File: src/rtl/cfs_pkg.sv
package cfs_pkg;
  typedef enum logic [1:0] {
    SEL_NONE = 2'b00,
    SEL_DATA = 2'b01,
    SEL_INST = 2'b10,
    SEL_BOTH = 2'b11
  } csel_e;

  typedef enum logic [1:0] {
    SCP_BAD  = 2'b00,
    SCP_LINE = 2'b01,
    SCP_PAGE = 2'b10,
    SCP_ALL  = 2'b11
  } scope_e;

  typedef enum logic [2:0] {
    ST_IDLE,
    ST_SCAN,
    ST_WB,
    ST_INV,
    ST_DONE,
    ST_TRAP
  } state_e;

  localparam logic [7:0] OPC_HI = 8'hF4;

  typedef struct packed {
    csel_e  sel;
    scope_e scope;
    logic   legal;
    logic   noop;
  } cmd_t;
endpackage

File: src/rtl/cfs_decode.sv
module cfs_decode
  import cfs_pkg::*;
(
  input  logic [15:0] word,
  output cmd_t        cmd
);
  // Major opcode byte and push/invalidate bit must both be present.
  function automatic logic opcode_ok(input logic [15:0] w);
    return (w[15:8] == OPC_HI) && w[5];
  endfunction

  function automatic logic scope_ok(input logic [1:0] s);
    return s != 2'b00;
  endfunction

  // Register number is resolved before the block; only folded away here.
  logic unused_regnum;
  assign unused_regnum = ^word[2:0];

  always_comb begin
    cmd.sel   = csel_e'(word[7:6]);
    cmd.scope = scope_e'(word[4:3]);
    cmd.legal = opcode_ok(word) && scope_ok(word[4:3]);
    cmd.noop  = !cmd.legal || (word[7:6] == 2'b00);
  end
endmodule

File: src/rtl/cfs_walker.sv
module cfs_walker
  import cfs_pkg::*;
#(
  parameter  int ADDR_W = 32,
  parameter  int OFF_W  = 4,
  parameter  int IDX_W  = 6,
  parameter  int WAYS   = 2,
  parameter  int WAY_W  = 1,
  parameter  int PAGE_W = 12,
  localparam int LN_W   = ADDR_W - OFF_W,
  localparam int TAG_W  = LN_W - IDX_W
)(
  input  logic             clk,
  input  logic             rst_n,
  input  logic             load,
  input  logic             step,
  input  csel_e            sel,
  input  scope_e           scope,
  input  logic [LN_W-1:0]  lnum,
  input  logic             tag_valid,
  input  logic [TAG_W-1:0] tag,
  output logic             cur_inst,
  output logic [IDX_W-1:0] cur_set,
  output logic [WAY_W-1:0] cur_way,
  output logic             last,
  output logic             hit
);
  localparam int SPAN_W   = PAGE_W - OFF_W;
  localparam int PG_IDX_W = (SPAN_W < IDX_W) ? SPAN_W : IDX_W;
  localparam logic [IDX_W-1:0] PG_MASK  = IDX_W'((64'd1 << PG_IDX_W) - 64'd1);
  localparam logic [WAY_W-1:0] LAST_WAY = WAY_W'(WAYS - 1);

  function automatic logic [IDX_W-1:0] index_of(input logic [LN_W-1:0] l);
    return l[IDX_W-1:0];
  endfunction

  // First set the scope can cover.
  function automatic logic [IDX_W-1:0] range_lo(input scope_e s, input logic [LN_W-1:0] l);
    case (s)
      SCP_LINE: return index_of(l);
      SCP_PAGE: return index_of(l) & ~PG_MASK;
      default:  return '0;
    endcase
  endfunction

  // Last set the scope can cover.
  function automatic logic [IDX_W-1:0] range_hi(input scope_e s, input logic [LN_W-1:0] l);
    case (s)
      SCP_LINE: return index_of(l);
      SCP_PAGE: return index_of(l) | PG_MASK;
      default:  return '1;
    endcase
  endfunction

  // Whether an entry's line number falls under the scope.
  function automatic logic line_hits(input scope_e s, input logic [TAG_W-1:0] t,
                                     input logic [IDX_W-1:0] i, input logic [LN_W-1:0] want);
    logic [LN_W-1:0] have;
    have = {t, i};
    case (s)
      SCP_LINE: return have == want;
      SCP_PAGE: return (have >> SPAN_W) == (want >> SPAN_W);
      SCP_ALL:  return 1'b1;
      default:  return 1'b0;
    endcase
  endfunction

  scope_e           scope_q;
  logic [LN_W-1:0]  want_q;
  logic             both_q;
  logic [IDX_W-1:0] lo_q, hi_q, set_q;
  logic [WAY_W-1:0] way_q;
  logic             inst_q;
  logic             way_wrap, set_wrap;

  assign way_wrap = (way_q == LAST_WAY);
  assign set_wrap = (set_q == hi_q);

  always_ff @(posedge clk) begin
    if (!rst_n) begin
      scope_q <= SCP_BAD;
      want_q  <= '0;
      both_q  <= 1'b0;
      lo_q    <= '0;
      hi_q    <= '0;
      set_q   <= '0;
      way_q   <= '0;
      inst_q  <= 1'b0;
    end else if (load) begin
      scope_q <= scope;
      want_q  <= lnum;
      both_q  <= (sel == SEL_BOTH);
      inst_q  <= (sel == SEL_INST);
      lo_q    <= range_lo(scope, lnum);
      hi_q    <= range_hi(scope, lnum);
      set_q   <= range_lo(scope, lnum);
      way_q   <= '0;
    end else if (step) begin
      if (way_wrap) begin
        way_q <= '0;
        if (set_wrap) begin
          inst_q <= 1'b1;
          set_q  <= lo_q;
        end else begin
          set_q <= set_q + 1'b1;
        end
      end else begin
        way_q <= way_q + 1'b1;
      end
    end
  end

  assign cur_inst = inst_q;
  assign cur_set  = set_q;
  assign cur_way  = way_q;
  assign last     = way_wrap && set_wrap && (inst_q || !both_q);
  assign hit      = tag_valid && line_hits(scope_q, tag, set_q, want_q);

  // the walk never leaves the set range chosen at load.
  assert_set_in_range_R6: assert property (@(posedge clk) disable iff (!rst_n)
    (set_q >= lo_q) && (set_q <= hi_q));

  // the instruction cache is never left once entered, until a new load.
  assert_data_first_R9: assert property (@(posedge clk) disable iff (!rst_n)
    (inst_q && !load) |=> inst_q);
endmodule

File: src/rtl/cfs_writeback.sv
module cfs_writeback #(
  parameter int ADDR_W = 32,
  parameter int LINE_W = 128
)(
  input  logic              clk,
  input  logic              rst_n,
  input  logic              capture,
  input  logic              pending,
  input  logic [ADDR_W-1:0] line_addr,
  input  logic [LINE_W-1:0] line_data,
  input  logic              wb_ready,
  output logic              wb_valid,
  output logic [ADDR_W-1:0] wb_addr,
  output logic [LINE_W-1:0] wb_data,
  output logic              wb_fire
);
  logic [ADDR_W-1:0] addr_q;
  logic [LINE_W-1:0] data_q;

  always_ff @(posedge clk) begin
    if (!rst_n) begin
      addr_q <= '0;
      data_q <= '0;
    end else if (capture) begin
      addr_q <= line_addr;
      data_q <= line_data;
    end
  end

  assign wb_valid = pending;
  assign wb_addr  = addr_q;
  assign wb_data  = data_q;
  assign wb_fire  = pending && wb_ready;

  assert_wb_hold_R10: assert property (@(posedge clk) disable iff (!rst_n)
    (wb_valid && !wb_ready) |=> (wb_valid && $stable(wb_addr) && $stable(wb_data)));
endmodule

File: src/rtl/cache_flush_seq.sv
module cache_flush_seq
  import cfs_pkg::*;
#(
  parameter  int ADDR_W     = 32,
  parameter  int LINE_BYTES = 16,
  parameter  int SETS       = 64,
  parameter  int WAYS       = 2,
  parameter  int PAGE_BYTES = 4096,
  localparam int OFF_W      = $clog2(LINE_BYTES),
  localparam int IDX_W      = $clog2(SETS),
  localparam int WAY_W      = $clog2(WAYS),
  localparam int TAG_W      = ADDR_W - OFF_W - IDX_W,
  localparam int PAGE_W     = $clog2(PAGE_BYTES),
  localparam int LINE_W     = LINE_BYTES * 8
)(
  input  logic              clk,
  input  logic              rst_n,
  input  logic              cmd_valid,
  output logic              cmd_ready,
  input  logic [15:0]       cmd_word,
  input  logic [ADDR_W-1:0] cmd_addr,
  input  logic              cmd_super,
  output logic              trap,
  output logic              done,
  output logic              tag_sel,
  output logic [IDX_W-1:0]  tag_set,
  output logic [WAY_W-1:0]  tag_way,
  input  logic              tag_valid_in,
  input  logic              tag_dirty_in,
  input  logic [TAG_W-1:0]  tag_in,
  input  logic [LINE_W-1:0] data_line_in,
  output logic              tag_inv,
  output logic              wb_valid,
  input  logic              wb_ready,
  output logic [ADDR_W-1:0] wb_addr,
  output logic [LINE_W-1:0] wb_data
);
  state_e state, state_nx;
  cmd_t   dec;

  logic accept, walk_load, walk_step, hit, last, cur_inst, need_wb, wb_fire;
  logic [IDX_W-1:0] cur_set;
  logic [WAY_W-1:0] cur_way;
  logic [ADDR_W-1:0] line_addr;

  logic unused_offset;
  assign unused_offset = ^cmd_addr[OFF_W-1:0];

  cfs_decode u_decode (.word(cmd_word), .cmd(dec));

  assign cmd_ready = (state == ST_IDLE);
  assign accept    = cmd_valid && cmd_ready;
  assign walk_load = accept && cmd_super && !dec.noop;

  cfs_walker #(
    .ADDR_W(ADDR_W), .OFF_W(OFF_W), .IDX_W(IDX_W),
    .WAYS(WAYS), .WAY_W(WAY_W), .PAGE_W(PAGE_W)
  ) u_walker (
    .clk(clk), .rst_n(rst_n), .load(walk_load), .step(walk_step),
    .sel(dec.sel), .scope(dec.scope), .lnum(cmd_addr[ADDR_W-1:OFF_W]),
    .tag_valid(tag_valid_in), .tag(tag_in),
    .cur_inst(cur_inst), .cur_set(cur_set), .cur_way(cur_way),
    .last(last), .hit(hit)
  );

  // Only data-cache entries can carry dirty data worth pushing.
  assign need_wb   = hit && !cur_inst && tag_dirty_in;
  assign line_addr = {tag_in, cur_set, {OFF_W{1'b0}}};

  cfs_writeback #(.ADDR_W(ADDR_W), .LINE_W(LINE_W)) u_wb (
    .clk(clk), .rst_n(rst_n),
    .capture((state == ST_SCAN) && need_wb),
    .pending(state == ST_WB),
    .line_addr(line_addr), .line_data(data_line_in),
    .wb_ready(wb_ready), .wb_valid(wb_valid),
    .wb_addr(wb_addr), .wb_data(wb_data), .wb_fire(wb_fire)
  );

  assign walk_step = ((state == ST_SCAN) && !need_wb && !last) ||
                     ((state == ST_INV) && !last);

  always_comb begin
    state_nx = state;
    case (state)
      ST_IDLE: if (accept) begin
        if (!cmd_super)    state_nx = ST_TRAP;
        else if (dec.noop) state_nx = ST_DONE;
        else               state_nx = ST_SCAN;
      end
      ST_SCAN: if (need_wb) state_nx = ST_WB;
               else if (last) state_nx = ST_DONE;
      ST_WB:   if (wb_fire) state_nx = ST_INV;
      ST_INV:  state_nx = last ? ST_DONE : ST_SCAN;
      default: state_nx = ST_IDLE;
    endcase
  end

  always_ff @(posedge clk) begin
    if (!rst_n) state <= ST_IDLE;
    else        state <= state_nx;
  end

  assign tag_sel = cur_inst;
  assign tag_set = cur_set;
  assign tag_way = cur_way;
  assign tag_inv = ((state == ST_SCAN) && hit && !need_wb) || (state == ST_INV);
  assign done    = (state == ST_DONE);
  assign trap    = (state == ST_TRAP);

  assert_trap_quiet_R2: assert property (@(posedge clk) disable iff (!rst_n)
    (accept && !cmd_super) |=> (trap && !tag_inv && !wb_valid && !done));

  assert_noop_done_R3: assert property (@(posedge clk) disable iff (!rst_n)
    (accept && cmd_super && dec.noop) |=> (done && !tag_inv));

  assert_inv_after_push_R4: assert property (@(posedge clk) disable iff (!rst_n)
    (state == ST_INV) |-> $past(wb_fire));

  assert_inst_no_push_R5: assert property (@(posedge clk) disable iff (!rst_n)
    wb_valid |-> !cur_inst);

  assert_done_pulse_R11: assert property (@(posedge clk) disable iff (!rst_n)
    done |=> (!done && cmd_ready));
endmodule

File: config.mk
export PLATFORM = sky130hd
export DESIGN_NAME = cache_flush_seq
export DESIGN_NICKNAME = d
export VERILOG_FILES = /design/src/rtl/cfs_pkg.sv /design/src/rtl/cfs_decode.sv /design/src/rtl/cfs_walker.sv /design/src/rtl/cfs_writeback.sv /design/src/rtl/cache_flush_seq.sv
export SDC_FILE = /design/constraint.sdc
export NUM_CORES = 1
export LEC_CHECK = 0
export BUFFER_PORTS_ARGS = -buffer_cell sky130_fd_sc_hd__clkbuf_2
export CAP_MARGIN = 30
export CORE_MARGIN = 1.5
export CORE_UTILIZATION = 25
export DETAILED_ROUTE_END_ITERATION = 6
export GPL_TIMING_DRIVEN = 0
export MAX_ROUTING_LAYER = met4
export PLACE_DENSITY = 0.44
export SLEW_MARGIN = 20
export SYNTH_ARGS = -nofsm -noshare
export SYNTH_HDL_FRONTEND = slang
export SYNTH_SLANG_ARGS = --single-unit
export TNS_END_PERCENT = 100
File: constraint.sdc
create_clock -name clk -period 4.2 [get_ports clk]
set_input_delay 0.21 -clock clk [delete_from_list [all_inputs] [get_ports clk]]
set_output_delay 0.21 -clock clk [all_outputs]
set_load 0.05 [all_outputs]
=== Yosys cells after proc, flatten, opt, wreduce, memory -nomap -nowiden ===
Index checks and enable logic that the tools add are counted.

* Register bits after elaboration: 210
* Word-level logic and storage cells: 89

* $add $sub $neg: 2
* Eq/ne operators: 18
* Mux-type cells: 20
* Bitwise logic cells: 1
* Reduce and logical (&&, ||, !) cells: 37

{| class="wikitable"
|+ Operators by type and width
! kind !! count
|-
| two-way mux 6 bit || 6
|-
| == test 28 bit || 1
|-
| two-way mux 3 bit || 7
|-
| == test 20 bit || 1
|-
| logical AND 1 bit || 17
|-
| case mux 3 bit (4 select lines) || 1
|-
| == test 2 bit, second input constant || 4
|-
| == test 8 bit, second input constant || 1
|-
| nonzero test 2 bit || 4
|-
| adder 6 x 1 -> 6 bit, second input constant || 1
|-
| == test 3 x 2 -> 1 bit, second input constant || 2
|-
| == test 3 bit, second input constant || 2
|-
| == test 6 bit || 1
|-
| zero test 1 bit || 6
|-
| AND reduction 3 bit || 2
|-
| two-way mux 1 bit || 5
|-
| == test 2 x 1 -> 1 bit, second input constant || 2
|-
| logical OR 1 bit || 4
|-
| == test 3 x 1 -> 1 bit, second input constant || 1
|-
| zero test 3 bit || 1
|-
| != test 3 bit, second input constant || 1
|-
| case mux 1 bit (3 select lines) || 1
|-
| zero test 2 bit || 1
|-
| != test 2 x 1 -> 1 bit, second input constant || 1
|-
| other kinds (5) || 5
|}

=== Logic depth before layout (Yosys ltp) ===
Gate-level depths: netlist of run 1.

* Depth in word-level cells: 11
* Depth in mapped cells: 10
* Mapped depth without buffers: 6

=== Cells and area by module ===
From an unflattened synthesis of run 1, not the netlist that was laid out.

* Cell total of the unflattened synthesis: 812
* Area total of the unflattened synthesis: 8928.6 um^2

{| class="wikitable"
|+ Modules (own cells, without submodules)
! module !! times used !! cells each !! area each (um^2) !! sequential area each (um^2)
|-
| cfs_writeback || 1 || 517 || 6102.1 || 3203.1
|-
| cfs_walker || 1 || 249 || 2477.4 || 1021.0
|-
| cache_flush_seq || 1 || 36 || 275.3 || 60.1
|-
| cfs_decode || 1 || 10 || 73.8 || 0.0
|}

=== Least setup slack after synthesis of run 1 ===
Ideal clock, no wire load.

* Path kind: reg-to-reg
* From: register state[0]
* To: register u_walker.set_q[1], in the netlist u_walker.cur_set[1]
* Arrival time: 2.385 ns
* Required time: 4.079 ns
* Slack: 1.694 ns
* Cell stages (with the launch flop): 9
* Buffers on the path: 2
* Clock period less this slack: 2.506 ns
* Cells stage by stage: dfxtp_1 -> buf_2 -> nor3_2 -> nand2_1 -> or4_4 -> buf_6 -> o21ai_2 -> a31oi_4 -> mux2_4

* Longest elaborated chain between the ends: 6
* Elaborated cells between the ends (all ways): 14
* Classes of those cells: eq/ne: 2; mux: 1; reduce/logical: 11

{| class="wikitable"
|+ Ends and longest elaborated chain
! element !! line !! RTL
|-
| from (decl) || cache_flush_seq.sv:38 || <nowiki>state_e state, state_nx;</nowiki>
|-
| from (signal assigned) || cache_flush_seq.sv:100 || <nowiki>else state <= state_nx;</nowiki>
|-
| zero test 3 bit * || cache_flush_seq.sv:51 || <nowiki>assign cmd_ready = (state == ST_IDLE);</nowiki>
|-
| via cmd_ready || cache_flush_seq.sv:19 || <nowiki>output logic cmd_ready,</nowiki>
|-
| logical AND 1 bit * || cache_flush_seq.sv:52 || <nowiki>assign accept = cmd_valid && cmd_ready;</nowiki>
|-
| logical AND 1 bit * (2 in a row) || cache_flush_seq.sv:53 || <nowiki>assign walk_load = accept && cmd_super && !dec.noop;</nowiki>
|-
| nonzero test 2 bit (no line) || - ||
|-
| AND reduction 2 bit (no line) || - ||
|-
| to (signal assigned) || cfs_walker.sv:96 || <nowiki>set_q <= range_lo(scope, lnum);</nowiki>
|-
| to (signal assigned) || cfs_walker.sv:103 || <nowiki>set_q <= lo_q;</nowiki>
|-
| to (signal assigned) || cfs_walker.sv:105 || <nowiki>set_q <= set_q + 1'b1;</nowiki>
|-
| to (decl) || cfs_walker.sv:71 || <nowiki>logic [IDX_W-1:0] lo_q, hi_q, set_q;</nowiki>
|}

The timed path passes the listed nets; every way through them passes the cells marked *.
A chain may end at the register's enable or synchronous reset.

=== Worst setup path in the final report of run 1 ===
* From: input port tag_in[4]
* To: output port tag_inv

* Longest elaborated chain between the ends: 8
* Elaborated cells between the ends (all ways): 10
* Classes of those cells: eq/ne: 2; mux: 1; reduce/logical: 7

{| class="wikitable"
|+ Ends and longest elaborated chain
! element !! line !! RTL
|-
| from (decl) || cache_flush_seq.sv:30 || <nowiki>input logic [TAG_W-1:0] tag_in,</nowiki>
|-
| == test 28 bit / == test 20 bit (equally long branches) || cfs_walker.sv:61, cfs_walker.sv:62 ||
|-
| case mux 1 bit (3 select lines) * || cfs_walker.sv:60 || <nowiki>case (s)</nowiki>
|-
| logical AND 1 bit * || cfs_walker.sv:117 || <nowiki>assign hit = tag_valid && line_hits(scope_q, tag, set_q, want_q);</nowiki>
|-
| logical AND 1 bit (2 in a row) || cache_flush_seq.sv:67 || <nowiki>assign need_wb = hit && !cur_inst && tag_dirty_in;</nowiki>
|-
| zero test 1 bit || cache_flush_seq.sv:106 || <nowiki>assign tag_inv = ((state == ST_SCAN) && hit && !need_wb) || (state == ST_INV);</nowiki>
|-
| logical AND 1 bit * || cache_flush_seq.sv:106 ||
|-
| logical OR 1 bit * || cache_flush_seq.sv:106 ||
|-
| to (decl) || cache_flush_seq.sv:32 || <nowiki>output logic tag_inv,</nowiki>
|}

Mark *: on every way between the ends. The rest lies on a longest branch, timed or not.

==> out/qor.log, run 1 <==
INFO  status         run_status=finished clean
INFO  synth          ys.flop_type=sky130_fd_sc_hd__dfxtp_1
INFO  setup_path     critical-path-slowest-cell=sky130_fd_sc_hd__dlygate4sd3_1
INFO  timing         slew_viol_final=0
INFO  drt            via_per_inst=4.32
INFO  drt            final_antenna_net_count=0
INFO  timing         fmax=0.360GHz
INFO  clocking       cts_hold_buf=181
INFO  drt            detail_route.iter0.violations=299
INFO  finish         final_nets=1808
INFO  drt            drtPass1Iterations=4
INFO  finish         drive_above_1_share=28.0%
INFO  synth          synth.top_cells.by_count=sky130_fd_sc_hd__nand2_1, sky130_fd_sc_hd__dfxtp_1, sky130_fd_sc_hd__mux2i_1, sky130_fd_sc_hd__clkbuf_1, sky130_fd_sc_hd__a21oi_1
INFO  power          clockPowerShare=49.4%
INFO  grt            grt.overflow.total=0
INFO  synth          yosys_warnings=0
INFO  setup_path     slowest_delay=0.53ns
INFO  clocking       cts-buffers-inserted=26
INFO  timing         fin_hold_ws=0.0325ns
INFO  clocking       cts_setup_buffers=0
INFO  place          gp_congestion=0.763
INFO  finish         multi_input_area=0.00434mm^2
INFO  clocking       clockRootBuffer=sky130_fd_sc_hd__clkbuf_16
INFO  timing         fin_skew=0.0150ns
INFO  place          placement.cell_area=0.0115mm^2
INFO  timing         totalNegativeSetupSlack=0ns
INFO  setup_path     crit_path_end_kind=output pin
INFO  drt            avgRoutedWirePerCell=15.6um
INFO  clocking       cts-root-to-sink-buffers=3
INFO  grt            global_route.usage.total=17.5%
INFO  setup_path     crit_cells=9
INFO  power          cellPowerDensity=340mW/mm^2
INFO  place          io_buffer_count=365
INFO  setup_path     cells_on_worst_reg2reg_path=7
INFO  synth          post-synth-top-count-cell=sky130_fd_sc_hd__nand2_1
INFO  die            floorplan.io_pins=378
INFO  power          p_leak=5.97nW
INFO  grt            global_route_wire_length_before_repair=50900um
INFO  power          post_layout_total_power=4.82mW
INFO  synth          post_syn_area_per_cell=8.83um^2
INFO  power          p_int=3.68mW
INFO  finish         syn2layout_area_growth=56.7%
INFO  timing         finalCriticalPeriod=2.78ns
INFO  setup_path     crit_family=simple AND/OR/NAND/NOR gates
INFO  die            floorplan.die.height=193um
INFO  place          pre_cts_slack=1.50ns
INFO  finish         layout.area.seq=0.00420mm^2
INFO  setup_path     worstPathBufferInverterCount=3
INFO  synth          netlist_top_cells_area=sky130_fd_sc_hd__dfxtp_1, sky130_fd_sc_hd__mux2i_1, sky130_fd_sc_hd__nand2_1
INFO  die            row_count=69
INFO  die            dieWidth=193um
INFO  setup_path     worstPathCellList=dlygate4sd3_1 -> clkbuf_2 -> xnor2_1 -> nand4_1 -> nor3_1 -> nand4_1 -> nand2_1 -> o21ai_1 -> clkbuf_2
INFO  finish         num-fill-cells=3729
INFO  clocking       clkSlewWorstSetupHoldPaths=0.05ns
INFO  die            coreArea=0.0356mm^2
INFO  timing         fin_crit_sh=66.1%
INFO  synth          synth.distinct_cells=55
INFO  power          vdd_drop_max=0.250mV
INFO  drt            routed_wirelength=32600um
INFO  setup_path     timing.critical_path.fanout_max=3
INFO  synth          synthCells=1025
INFO  power          power.net_switching=1.14mW
INFO  clocking       clk_latency=0.54ns
INFO  finish         finalInstanceArea=0.0142mm^2
INFO  grt            antenna_found_initial=1
INFO  synth          synth_seq_area_share=46.5%
INFO  timing         rsz0062_at_grt=no
INFO  synth          netlist.top_cell.by_area=sky130_fd_sc_hd__dfxtp_1
INFO  drt            detailroute.via_count=9006
INFO  synth          async_flop_share=0%
INFO  timing         final_setup_vio_count=0
INFO  grt            first_global_vias=8875
INFO  die            starting_density_of_the_core=25.4%
INFO  clocking       post_cts_resized=0
INFO  setup_path     critical_path_required=3.99ns
INFO  synth          syn_area=0.00905mm^2
INFO  power          part_of_the_total_power_dissipated_in_sequential_elements=41.5%
INFO  place          dp_hpwl=24100um
INFO  power          netSwitchingFraction=23.7%
INFO  timing         max_slew_margin=38.1%
INFO  synth          ys_seq_elements=210
INFO  job            max_cap_violations=0
INFO  timing         layout_setup_ws=1.42ns
INFO  clocking       tritoncts_clock_tree=yes
INFO  setup_path     cp-start-kind=input port
INFO  grt            grt_start_max_net_pins=14
INFO  power          p_comb_share=9.1%
INFO  drt            drt_drc_violations_left=0
INFO  synth          area_fraction_of_the_dominant_cell_type_after_synthesis=46.5%
INFO  min_path       hold_class=input port to register
INFO  setup_path     worst-endpoint-arrival=2.57ns
INFO  synth          synth-edff-count=0
INFO  min_path       hold_path_depth=3
INFO  setup_path     timing.setup.critical_path_class=input port to output pin
INFO  clocking       num_clock_sinks=210
INFO  die            fp.dieArea=0.0373mm^2
INFO  timing         tightest_slew=0.928ns
INFO  timing         hold_viol=0
INFO  clocking       cts-htree-levels=1
==> power by group through the flow <==
stage / Sequential, mW / Clock, mW / Combinational, mW
after floorplan: 2.05 / 0 / 0.143
after global placement: 2.04 / 0 / 0.305
after detailed placement: 2.04 / 0 / 0.306
after CTS: 2.00 / 2.46 / 0.445
after global routing: 2.00 / 2.54 / 0.481
final: 2.00 / 2.38 / 0.439
==> cell families (layout without fill, tap and decap cells) <==
kind of cell | after synthesis | after routing | synth area share, %
AND/OR/NAND/NOR | 464 | 464 | 21.1
flip-flops | 210 | 210 | 46.5
AO/OA/AOI/OAI | 68 | 68 | 4.68
multiplexers | 164 | 164 | 18.2
buffers and inverters | 79 | 673 | 5.63
other | 1 | 5 | 0.0415
adder cells (fa/ha/maj) | 1 | 1 | 0.138
XOR/XNOR | 38 | 38 | 3.68
==> state kept, by name, summed over array words and instances (netlist names), 2 cells and up <==
signal and count:
u_walker.cur_set 6, u_walker.lo_q 6, u_walker.hi_q 6, u_wb.wb_addr 28, u_wb.wb_data 128, u_walker.want_q 28
state 3, u_walker.scope_q 2
==> stage by stage <==
step / utilization (%) / cells
detailed placement: 32.2 / 1854
finish: 39.9 / 2084
floorplan: - / 1028
global route: 39.9 / 2084
CTS: 39.9 / 2083
global placement: 32.2 / 1854
==> final cells by class <==
class | instances | area share [%]
sequential | 210 | 29.7
buffer | 76 | 3.51
timing repair buffer | 546 | 25.7
antenna | 1 | 0.0176
inverter | 3 | 0.0794
clock inverter | 14 | 1.28
multi-input combinational | 739 | 30.6
clock buffer | 34 | 5.09
tap | 461 | 4.07
==> per-layer routing <==
| metal | part of all wire [%] | up-vias | track usage, % |
|---|---|---|---|
| li1 | - | 4527 | - |
| met1 | 44 | 4178 | 21.1 |
| met2 | 49 | 247 | 30.1 |
| met3 | 4.5 | 54 | 2.68 |
| met4 | 2.3 | 0 | 4.77 |
| met5 | 0 | - | - |
==> final timing paths <==
kind | endpoint | startpoint | slack, ns
worst min register to register | u_walker.lo_q[0] | u_walker.lo_q[0] | 0.45
worst max register to register | u_walker.both_q | state[1] | 1.57
worst max-delay path | tag_inv | tag_in[4] | 1.42
worst min-delay path | u_wb.wb_addr[31] | tag_in[21] | 0.03
==> worst min-delay path, delay by kind of cell <==
kind	cells	cell delay (ns)
and+or+nand+nor	1	0.08
buffers and inverters	1	0.15
muxes	1	0.06
==> layout by cell type (no fill, tap or decap), types with 5 or more instances in the layout <==
| cell | n |
|---|---|
| sky130_fd_sc_hd__buf_6 | 7 |
| sky130_fd_sc_hd__dfxtp_1 | 210 |
| sky130_fd_sc_hd__mux2i_1 | 162 |
| sky130_fd_sc_hd__nor3_1 | 13 |
| sky130_fd_sc_hd__nand3_1 | 10 |
| sky130_fd_sc_hd__dlygate4sd3_1 | 181 |
| sky130_fd_sc_hd__xnor2_1 | 36 |
| sky130_fd_sc_hd__clkbuf_16 | 27 |
| sky130_fd_sc_hd__clkbuf_1 | 50 |
| sky130_fd_sc_hd__clkinv_2 | 7 |
| sky130_fd_sc_hd__buf_8 | 11 |
| sky130_fd_sc_hd__nand2_1 | 385 |
| sky130_fd_sc_hd__a21oi_1 | 40 |
| sky130_fd_sc_hd__nand4_1 | 10 |
| sky130_fd_sc_hd__nor2_1 | 17 |
| sky130_fd_sc_hd__buf_2 | 5 |
| sky130_fd_sc_hd__and3_1 | 5 |
| sky130_fd_sc_hd__clkbuf_2 | 365 |
| sky130_fd_sc_hd__buf_4 | 8 |
Power figures use the tool's default switching activity.
==> inputs of run 2 (changes only) <==
Clock period 4.2 ns to 2.7 ns, I/O delays scaled along.
==> out/qor.log, run 2 (synthesis gave the netlist of run 1 again) <==
INFO  drt            via_per_inst=4.32 [-0.12%]
INFO  drt            detail_route.iter0.violations=277 [-7.4%]
INFO  place          io_buffer_count=365 [unchanged]
INFO  clocking       num_clock_sinks=210 [unchanged]
INFO  drt            detailroute.via_count=9017 [+0.12%]
INFO  setup_path     cp-start-kind=register
INFO  timing         slew_viol_final=0 [unchanged]
INFO  grt            grt_start_max_net_pins=14 [unchanged]
INFO  power          post_layout_total_power=7.50mW [+56%]
INFO  die            row_count=69 [unchanged]
INFO  power          cellPowerDensity=527mW/mm^2 [+55%]
INFO  clocking       clockRootBuffer=sky130_fd_sc_hd__clkbuf_16
INFO  place          gp_congestion=0.763 [unchanged]
INFO  timing         fmax=0.393GHz
INFO  timing         max_slew_margin=37.9% [-0.19 points]
INFO  timing         rsz0062_at_grt=no
INFO  die            starting_density_of_the_core=25.4% [unchanged]
INFO  setup_path     critical_path_required=2.57ns [-1.42 ns]
INFO  power          vdd_drop_max=0.388mV [+56%]
INFO  min_path       worstHoldEndpoint=u_walker.cur_inst
INFO  grt            first_global_vias=8878 [+0.034%]
INFO  finish         num-fill-cells=3723 [-0.16%]
INFO  finish         syn2layout_area_growth=57.3%
INFO  place          pre_cts_slack=0.0349ns [-1.46 ns]
INFO  setup_path     timing.setup.critical_path_class=register to output pin
INFO  min_path       hold_path_depth=4 [+1]
INFO  die            coreArea=0.0356mm^2 [unchanged]
INFO  place          dp_hpwl=24100um [unchanged]
INFO  timing         finalCriticalPeriod=2.55ns
INFO  clocking       tritoncts_clock_tree=yes
INFO  setup_path     reg2reg_to=u_walker.cur_set[1]
INFO  job            max_cap_violations=0 [unchanged]
INFO  min_path       hold_class=input port to register
INFO  finish         layout.cells.non_filler=2089 [+0.24%]
INFO  timing         fin_crit_sh=94.3%
INFO  setup_path     r2r_start=u_walker.cur_set[1]
INFO  clocking       cts-htree-levels=1 [unchanged]
INFO  drt            drt_drc_violations_left=0 [unchanged]
INFO  setup_path     crit_path_end_kind=output pin
INFO  timing         totalNegativeSetupSlack=0ns [unchanged]
INFO  timing         fin_skew=0.0162ns [+0.00117 ns]
INFO  die            floorplan.io_pins=378 [unchanged]
INFO  drt            final_antenna_net_count=0 [unchanged]
INFO  drt            drtPass1Iterations=4 [unchanged]
INFO  setup_path     timing.critical_path.fanout_max=6 [+3]
INFO  die            fp.dieArea=0.0373mm^2 [unchanged]
INFO  grt            grt.overflow.total=0 [unchanged]
INFO  timing         hold_viol=0 [unchanged]
INFO  setup_path     worst-endpoint-arrival=2.41ns [-0.16 ns]
INFO  finish         largest_register_ffs=128 [unchanged]
INFO  place          dp_cells=1854 [unchanged]
INFO  timing         layout_setup_ws=0.153ns [-1.27 ns]
INFO  setup_path     timing.reg2reg.setup_slack=0.21ns [-1.36 ns]
INFO  die            floorplan.die.height=193um [unchanged]
INFO  setup_path     cells_on_worst_reg2reg_path=6 [-1]
INFO  grt            global_route_wire_length_before_repair=50900um [unchanged]
INFO  finish         drive_above_1_share=28.2% [+0.22 points]
INFO  clocking       clk_latency=0.54ns [about the same]
INFO  die            dieWidth=193um [unchanged]
INFO  clocking       cts-root-to-sink-buffers=3 [unchanged]
INFO  clocking       cts-buffers-inserted=26 [unchanged]
INFO  timing         tightest_slew=0.931ns [+0.00291 ns]
INFO  grt            global_route.usage.total=17.5% [unchanged]
INFO  drt            routed_wirelength=32600um [about the same]
INFO  clocking       clkSlewWorstSetupHoldPaths=0.06ns [about the same]
INFO  finish         final_nets=1813 [+0.28%]
INFO  grt            antenna_found_initial=1 [unchanged]
INFO  power          p_leak=6.00nW [+0.38%]
INFO  finish         mostFrequentLayoutCells=sky130_fd_sc_hd__nand2_1, sky130_fd_sc_hd__clkbuf_2, sky130_fd_sc_hd__dfxtp_1, sky130_fd_sc_hd__dlygate4sd3_1, sky130_fd_sc_hd__mux2i_1
INFO  drt            avgRoutedWirePerCell=15.6um [-0.21%]
INFO  min_path       startpoint_of_the_lowest_slack_hold_path=cmd_word[6]
INFO  status         run_status=finished clean
INFO  timing         final_setup_vio_count=0 [unchanged]
INFO  finish         most_common_cell_after_layout_fill_and_taps_aside=sky130_fd_sc_hd__nand2_1
-- run 2: cell count changes in the layout (fill, tap and decap cells not counted) --
cell / previous run / this run
sky130_fd_sc_hd__dfxtp_2: 0 / 1
sky130_fd_sc_hd__dlygate4sd3_1: 181 / 183
sky130_fd_sc_hd__nor3_1: 13 / 12
sky130_fd_sc_hd__nor3_2: 1 / 2
sky130_fd_sc_hd__dfxtp_1: 210 / 209
sky130_fd_sc_hd__buf_4: 8 / 11
-- run 2: per-stage QoR --
stage               hold WS (ns)  util [%]  area [um^2]
floorplan                  0.271         -         9060
global route              0.0851      40.0        14200
finish                    0.0538      40.0        14200
global placement           0.364      32.2        11500
CTS                       0.0246      39.9        14200
detailed placement         0.368      32.2        11500
-- run 2: how the worst max path moves through the flow --
stage	from	to	slack, ns	cells after the start
floorplan	state[0]	u_walker.cur_set[1]	0.19	8
global placement	u_walker.want_q[10]	u_wb.wb_addr[14]	0.08	9
detailed placement	u_walker.want_q[10]	u_wb.wb_data[10]	0.03	9
CTS	u_walker.cur_set[3]	tag_inv	0.04	8
global route	u_walker.cur_set[1]	u_walker.cur_set[1]	0.03	6
finish	u_walker.cur_set[3]	tag_inv	0.15	8
-- run 2: cell type report --
cell class,instances,area (um^2),area share [%]
Multi-Input combinational cell,739,4350,30.6
Sequential cell,210,4210,29.6
Timing Repair Buffer,551,3680,25.9
Clock buffer,34,722,5.07
Tap cell,461,577,4.05
Buffer,76,498,3.50
Clock inverter,14,181,1.28
Inverter,3,11.3,0.0791
Antenna cell,1,2.50,0.0176
-- run 2: metal layers --
layer | global-route usage, % | wire length [um] | vias to the layer above
met3 | 2.68 | 1480 | 54
met1 | 21.1 | 14300 | 4177
met2 | 30.1 | 16000 | 246
li1 | - | - | 4540
met4 | 4.77 | 747 | 0
met5 | - | 0 | -
-- run 2: power by group --
part	internal (mW)	leakage, nW	switching [mW]
logic	0.353	3.85	0.332
clock network	2.27	0.450	1.44
registers	3.10	1.69	0.00762
total	5.73	6.00	1.78
-- run 2: critical path: stages (launching register included) --
cell and delay (ns):
sky130_fd_sc_hd__dfxtp_1 0.38, sky130_fd_sc_hd__buf_2 0.23, sky130_fd_sc_hd__xnor2_1 0.14, sky130_fd_sc_hd__nand4_1 0.16
sky130_fd_sc_hd__o31ai_2 0.30, sky130_fd_sc_hd__nand4_1 0.20, sky130_fd_sc_hd__nand2_1 0.14, sky130_fd_sc_hd__o21ai_1 0.07
sky130_fd_sc_hd__clkbuf_2 0.26
-- run 2: what timing repair did --
action                                  4_1_cts  5_1_grt
buffers inserted                              0        3
endpoints found under the setup margin        1        3
gates resized for setup                       1        1
pin swaps                                     0        2
endpoints found under the hold margin       191        0
hold buffers                                183        0
